==> src/rtl/dcw_pkg.sv <==
package dcw_pkg;
  localparam int unsigned DESC_WORDS = 8;
  localparam int unsigned IDX_NEXT   = 5;

  typedef enum logic [2:0] {
    ST_IDLE,
    ST_FETCH,
    ST_LOAD,
    ST_RUN,
    ST_NEXT
  } seq_state_e;
endpackage

==> src/rtl/dcw_reader.sv <==
module dcw_reader #(
  parameter int unsigned AW = 32,
  parameter int unsigned DW = 32,
  parameter int unsigned NW = 8
) (
  input  logic                  clk,
  input  logic                  rst_n,
  input  logic                  begin_i,
  input  logic [AW-1:0]         base_i,
  input  logic                  abort_i,
  output logic                  req_valid_o,
  input  logic                  req_ready_i,
  output logic [AW-1:0]         req_addr_o,
  input  logic                  rsp_valid_i,
  output logic                  rsp_ready_o,
  output logic                  word_valid_o,
  output logic [$clog2(NW)-1:0] word_idx_o,
  output logic                  last_o
);
  localparam int unsigned IW    = $clog2(NW);
  localparam int unsigned SHIFT = $clog2(DW / 8);

  logic          active_q, pend_q, drop_q;
  logic [IW-1:0] idx_q;
  logic [AW-1:0] base_q;
  logic          req_fire, rsp_fire;

  assign req_valid_o  = active_q && !pend_q;
  assign req_addr_o   = base_q + (AW'(idx_q) << SHIFT);
  assign rsp_ready_o  = pend_q;
  assign req_fire     = req_valid_o && req_ready_i;
  assign rsp_fire     = rsp_valid_i && pend_q;
  assign word_valid_o = rsp_fire && !drop_q;
  assign word_idx_o   = idx_q;
  assign last_o       = word_valid_o && (idx_q == IW'(NW - 1));

  always_ff @(posedge clk) begin
    if (!rst_n) begin
      active_q <= 1'b0;
      pend_q   <= 1'b0;
      drop_q   <= 1'b0;
      idx_q    <= '0;
      base_q   <= '0;
    end else begin
      if (rsp_fire)      pend_q <= 1'b0;
      else if (req_fire) pend_q <= 1'b1;

      if (abort_i && (req_fire || (pend_q && !rsp_fire))) drop_q <= 1'b1;
      else if (rsp_fire)                                 drop_q <= 1'b0;

      if (abort_i) begin
        active_q <= 1'b0;
      end else if (begin_i) begin
        active_q <= 1'b1;
        idx_q    <= '0;
        base_q   <= base_i;
      end else if (word_valid_o) begin
        if (idx_q == IW'(NW - 1)) active_q <= 1'b0;
        else                      idx_q    <= idx_q + 1'b1;
      end
    end
  end
endmodule

==> src/rtl/dcw_desc_regs.sv <==
module dcw_desc_regs #(
  parameter int unsigned DW = 32,
  parameter int unsigned NW = 8
) (
  input  logic                  clk,
  input  logic                  rst_n,
  input  logic                  we_i,
  input  logic [$clog2(NW)-1:0] idx_i,
  input  logic [DW-1:0]         data_i,
  output logic [NW*DW-1:0]      desc_o
);
  localparam int unsigned IW = $clog2(NW);

  for (genvar gi = 0; gi < NW; gi++) begin : g_word
    logic [DW-1:0] word_q;
    always_ff @(posedge clk) begin
      if (!rst_n)                         word_q <= '0;
      else if (we_i && idx_i == IW'(gi))  word_q <= data_i;
    end
    assign desc_o[gi*DW +: DW] = word_q;
  end
endmodule

==> src/rtl/dcw_seq.sv <==
module dcw_seq
  import dcw_pkg::*;
#(
  parameter int unsigned AW = 32
) (
  input  logic          clk,
  input  logic          rst_n,
  input  logic          start_i,
  input  logic [AW-1:0] head_i,
  input  logic          cancel_i,
  input  logic          fetch_last_i,
  input  logic [AW-1:0] next_ptr_i,
  input  logic          mover_done_i,
  output logic          rd_begin_o,
  output logic [AW-1:0] rd_base_o,
  output logic          rd_abort_o,
  output logic          go_o,
  output logic          evt_o,
  output logic          busy_o
);
  seq_state_e state_q, state_d;
  logic       first_q, evt_q, evt_d;

  always_comb begin
    state_d    = state_q;
    rd_begin_o = 1'b0;
    rd_base_o  = head_i;
    unique case (state_q)
      ST_IDLE:  if (start_i) begin
                  rd_begin_o = 1'b1;
                  state_d    = ST_FETCH;
                end
      ST_FETCH: if (fetch_last_i) state_d = ST_LOAD;
      ST_LOAD:  state_d = ST_RUN;
      ST_RUN:   if (mover_done_i) state_d = ST_NEXT;
      ST_NEXT:  if (next_ptr_i == '0) begin
                  state_d = ST_IDLE;
                end else begin
                  rd_begin_o = 1'b1;
                  rd_base_o  = next_ptr_i;
                  state_d    = ST_FETCH;
                end
      default:  state_d = ST_IDLE;
    endcase
    if (cancel_i) begin
      state_d    = ST_IDLE;
      rd_begin_o = 1'b0;
    end
  end

  assign evt_d = !cancel_i &&
                 (((state_q == ST_LOAD) && first_q) ||
                  ((state_q == ST_RUN) && mover_done_i));

  always_ff @(posedge clk) begin
    if (!rst_n) begin
      state_q <= ST_IDLE;
      first_q <= 1'b0;
      evt_q   <= 1'b0;
    end else begin
      state_q <= state_d;
      evt_q   <= evt_d;
      if (cancel_i)                            first_q <= 1'b0;
      else if (state_q == ST_IDLE && start_i)  first_q <= 1'b1;
      else if (state_q == ST_LOAD)             first_q <= 1'b0;
    end
  end

  assign rd_abort_o = cancel_i;
  assign go_o       = (state_q == ST_LOAD);
  assign evt_o      = evt_q;
  assign busy_o     = (state_q != ST_IDLE);
endmodule

==> src/rtl/desc_chain_walker.sv <==
module desc_chain_walker
  import dcw_pkg::*;
#(
  parameter int unsigned AW = 32,
  parameter int unsigned DW = 32
) (
  input  logic                     clk,
  input  logic                     rst_n,
  input  logic                     start_i,
  input  logic [AW-1:0]            head_addr_i,
  input  logic                     cancel_i,
  output logic                     rd_req_valid_o,
  input  logic                     rd_req_ready_i,
  output logic [AW-1:0]            rd_req_addr_o,
  input  logic                     rd_rsp_valid_i,
  output logic                     rd_rsp_ready_o,
  input  logic [DW-1:0]            rd_rsp_data_i,
  output logic [DESC_WORDS*DW-1:0] cfg_desc_o,
  output logic                     mover_go_o,
  input  logic                     mover_done_i,
  output logic                     evt_o,
  output logic                     busy_o
);
  localparam int unsigned NW = DESC_WORDS;
  localparam int unsigned IW = $clog2(NW);

  logic          rd_begin, rd_abort, word_valid, fetch_last;
  logic [AW-1:0] rd_base;
  logic [IW-1:0] word_idx;

  dcw_reader #(.AW(AW), .DW(DW), .NW(NW)) u_reader (
    .clk          (clk),
    .rst_n        (rst_n),
    .begin_i      (rd_begin),
    .base_i       (rd_base),
    .abort_i      (rd_abort),
    .req_valid_o  (rd_req_valid_o),
    .req_ready_i  (rd_req_ready_i),
    .req_addr_o   (rd_req_addr_o),
    .rsp_valid_i  (rd_rsp_valid_i),
    .rsp_ready_o  (rd_rsp_ready_o),
    .word_valid_o (word_valid),
    .word_idx_o   (word_idx),
    .last_o       (fetch_last)
  );

  dcw_desc_regs #(.DW(DW), .NW(NW)) u_regs (
    .clk    (clk),
    .rst_n  (rst_n),
    .we_i   (word_valid),
    .idx_i  (word_idx),
    .data_i (rd_rsp_data_i),
    .desc_o (cfg_desc_o)
  );

  dcw_seq #(.AW(AW)) u_seq (
    .clk          (clk),
    .rst_n        (rst_n),
    .start_i      (start_i),
    .head_i       (head_addr_i),
    .cancel_i     (cancel_i),
    .fetch_last_i (fetch_last),
    .next_ptr_i   (cfg_desc_o[IDX_NEXT*DW +: AW]),
    .mover_done_i (mover_done_i),
    .rd_begin_o   (rd_begin),
    .rd_base_o    (rd_base),
    .rd_abort_o   (rd_abort),
    .go_o         (mover_go_o),
    .evt_o        (evt_o),
    .busy_o       (busy_o)
  );
endmodule

==> config.mk <==
export PLATFORM = sky130hd
export DESIGN_NAME = desc_chain_walker
export DESIGN_NICKNAME = d
export VERILOG_FILES = /design/src/rtl/dcw_pkg.sv /design/src/rtl/dcw_reader.sv /design/src/rtl/dcw_desc_regs.sv /design/src/rtl/dcw_seq.sv /design/src/rtl/desc_chain_walker.sv
export SDC_FILE = /design/constraint.sdc
export NUM_CORES = 1
export LEC_CHECK = 0
export BUFFER_PORTS_ARGS = -buffer_cell sky130_fd_sc_hd__clkbuf_2
export CORE_MARGIN = 10
export CORE_UTILIZATION = 33
export CTS_CLUSTER_SIZE = 25
export DETAILED_ROUTE_END_ITERATION = 16
export PLACE_DENSITY_LB_ADDON = 0.15
export SKIP_LAST_GASP = 1
export SLEW_MARGIN = 20
export SYNTH_ARGS = -nofsm -noshare
export SYNTH_HDL_FRONTEND = slang
export SYNTH_SLANG_ARGS = --single-unit
==> constraint.sdc <==
create_clock -name clk -period 2.3 [get_ports clk]
set_input_delay 0.46 -clock clk [delete_from_list [all_inputs] [get_ports clk]]
set_output_delay 0.46 -clock clk [all_outputs]
set_load 0.005 [all_outputs]
==> flow_summary.toml <==
[grt]
grt_max_degree = 116
grt_pass1_vias = 11115
overflow = 0
grt_first_pass_wirelength_um = 70200
antenna_found_initial = 1
grt_usage_pct = 20.1

[yosys]
synthXorXnorAreaFrac_pct = 2.01
syn-cell-area_um2 = 12200
synth-async-reset-ratio_pct = 0
synth_edf_count = 0
synth_nets = 1552
synth_top_family_by_area = "compound AO/OA/AOI/OAI gates"
synthDistinctLibCells = 44
synth_compound_area_share_pct = 20.6
netlist.area_leader.share_pct = 49.1
ys_top_cells_by_area = "dfxtp_1 (49%), nand2_1 (16%), a21boi_0 (16%)"
avgSynthCellArea_um2 = 8.28
synth_fa_ha_area_share_pct = 1.09
synthSimpleGateAreaFrac_pct = 20.5
yosys.area.top_type = "dfxtp_1"
synthCells = 1471
muxShareOfSynthArea_pct = 0.175
ys.flop_type = "dfxtp_1"
ys_ff_latch = 299
yosysWarnings = 0
seq_area_frac_synth_pct = 49.1

[cts]
cts_max_level = 2
cts_root_buf = "clkbuf_16"
cts.sinks = 299
cts_buffers = 35
clock_latency_ns = 0.50
path_clk_slew_ns = 0.06
clockBufferDepth = 3
hold_buffers = 0
cts_tree = "yes"

[power]
p_leak_nw = 6.46
powerDensity_nw_per_um2 = 705
ir_worst_vdd_mv = 0.466

[worst_hold_path]
min_path_cells = 3
hold_start = "head_addr_i[2]"
hold_end = "u_reader.base_q[2]$_SDFFE_PN0P_"
hold_path.class = "in -> reg"

[outcome]
outcome = "finished, violations left"
violations = "negative setup slack"

[worst_setup_path]
cp.required_ns = 1.84
crit_family = "simple AND/OR/NAND/NOR gates"
worst-r2r-setup-slack_ns = 0.27
worstPathBufferInverterCount = 3
worstPathArrival_ns = 2.36
crit_path_top_delay_cell = "or4_4"
cp.depth = 7
worstSetupEndpointType = "primary output"
path_class = "reg -> out"
worstSetupStartpointType = "flop"
critical-path-max-stage-delay_ns = 0.55
crit_chain = "inv_2 > or4_4 > or3_1 > buf_6 > nor3_4 > xnor2_1 > buf_2"
r2r_end = "u_reader.base_q[31]$_SDFFE_PN0P_"
r2r-start = "u_seq.state_q[0]$_SDFFE_PP0P_"
r2r_cells = 7
crit_fanout = 7

[drt]
drc = 0
dr.pass1.iters = 5
wl_met2_um = 22200
viasPerCell = 4.83
first_iter_violations = 698
wire_per_inst_um = 20.3
wl_um = 46700
routed-wl-met3_um = 3460
m1WireLength_um = 20300
num_vias = 11110
ant_nets = 0
dr.max_layer_used = "met5"

[sta]
rsz0062_at_grt = "yes"
fmax_ghz = 0.355
relSlewSlack_pct = 61.8
hold_viol = 0
fin_crit_sh_pct = 123
setup_tns_ns = -8.46
clock_skew_ns = 0.0147
worst_pin_slew_ns = 0.567
finalCriticalPeriod_ns = 2.82
fin_hold_ws_ns = 0.258
worst_slack_ns = -0.518
slew_violations = 0
setup_viol = 27

[final_layout]
antenna_cells = 0
n_fill_cell = 3688
final_cell_area_um2 = 16100
nets = 1892
drive_above_1_share_pct = 29.7
area_growth_pct = 32.3
instances_no_fill = 2302

[floorplan]
core_area_um2 = 36500
die_h_um = 212
initial_core_util_pct = 33.4
num_io_pins = 364
die-area_um2 = 45000
die_w_um = 212
row_count = 70

[placed_design]
port_buffers = 363
post-place-cells = 2232
dp_hpwl_um = 33600
placed_cell_area_um2 = 14600
place.gp.congestion = 0.838

[run]
drv_cap = 0
placed cells by master, fill, tap and decap left out, drive strengths merged, types with 4 or more instances in the layout:
master and instances:
o221ai 32, nand4 9, a21boi 258, and3 7, o21ai 4, ha 9, nor2 21, clkbuf 399
nor3 6, dfxtp 299, nand3 9, nand2 532, xnor2 27, nor4 12, inv 38, buf 98
and2 4, a21oi 37
state kept, by name, summed over array words and instances, names as in the netlist:
register              count
u_seq.evt_o               1
u_reader.base_q          32
u_reader.rsp_ready_o      1
u_seq.first_q             1
u_reader.word_idx_o       3
u_reader.active_q         1
u_regs.g_word.word_q    256
u_seq.state_q             3
u_reader.drop_q           1
power by group:
group	total (mW)	switching (mW)	internal (mW)
clock	5.47	2.14	3.34
sequential	5.27	0.0394	5.23
combinational	0.619	0.369	0.250
total	11.4	2.55	8.82
timing repair:
action	in CTS	in global routing
buffers inserted	5	6
gates resized for setup	41	50
endpoints found under the setup margin	27	28
pin swaps	29	24
cells in the mapped netlist, drive strengths merged (2+ instances only):
master   instances
a21boi         258
a21o             2
a21oi           37
and2             4
and3             7
and4             2
buf             37
clkbuf         100
dfxtp          299
ha               9
inv             38
nand2          532
nand2b           3
nand3            9
nand4            9
nor2            21
nor2b            2
nor3             6
nor4            12
o2111ai          2
o21ai            4
o221ai          32
o31ai            2
or3              3
or4              2
xnor2           27
layer usage:
metal	GRT usage, %	up-vias
met4	3.97	2
met3	5.99	41
li1	-	5494
met2	33.6	299
met1	25.0	5274
met5	0	-
worst max-delay path by stage:
stage / end / from
after detailed placement: rd_req_addr_o[30] / u_reader.base_q[16]$_SDFFE_PN0P_
after CTS: rd_req_addr_o[27] / u_reader.base_q[8]$_SDFFE_PN0P_
after floorplan: rd_req_addr_o[25] / u_reader.base_q[8]$_SDFFE_PN0P_
after global placement: rd_req_addr_o[26] / u_reader.base_q[16]$_SDFFE_PN0P_
after global routing: rd_req_addr_o[27] / u_reader.base_q[17]$_SDFFE_PN0P_
final: rd_req_addr_o[27] / u_reader.base_q[18]$_SDFFE_PN0P_
tightest hold or removal path: stages:
cell and delay, ns:
clkbuf_2 0.08, o221ai_1 0.13, a21oi_1 0.05
cell families after synthesis:
family          count (synthesis)
simple gates                  615
compound gates                342
flops                         299
buf+inv                       175
xor+xnor                       28
fa+ha+maj                      10
mux                             2
stage by stage:
stage	setup slack, ns	total power [mW]	utilization, %
2_1_floorplan	0.0385	5.71	-
3_5_place_dp	-0.293	5.97	40.0
3_3_place_gp	-0.258	5.97	40.0
4_1_cts	-0.506	11.5	43.6
5_1_grt	-0.621	11.8	44.1
6_report	-0.518	11.4	44.1
final cells by class:
type	instances	area, um^2	area share [%]
timing repair buffer	440	2570	16.0
inverter	38	143	0.885
multi-input combinational	997	5690	35.3
clock buffer	57	1090	6.77
clock inverter	3	40.0	0.248
tap	468	586	3.63
sequential	299	6010	37.2
Power figures use the tool's default switching activity.
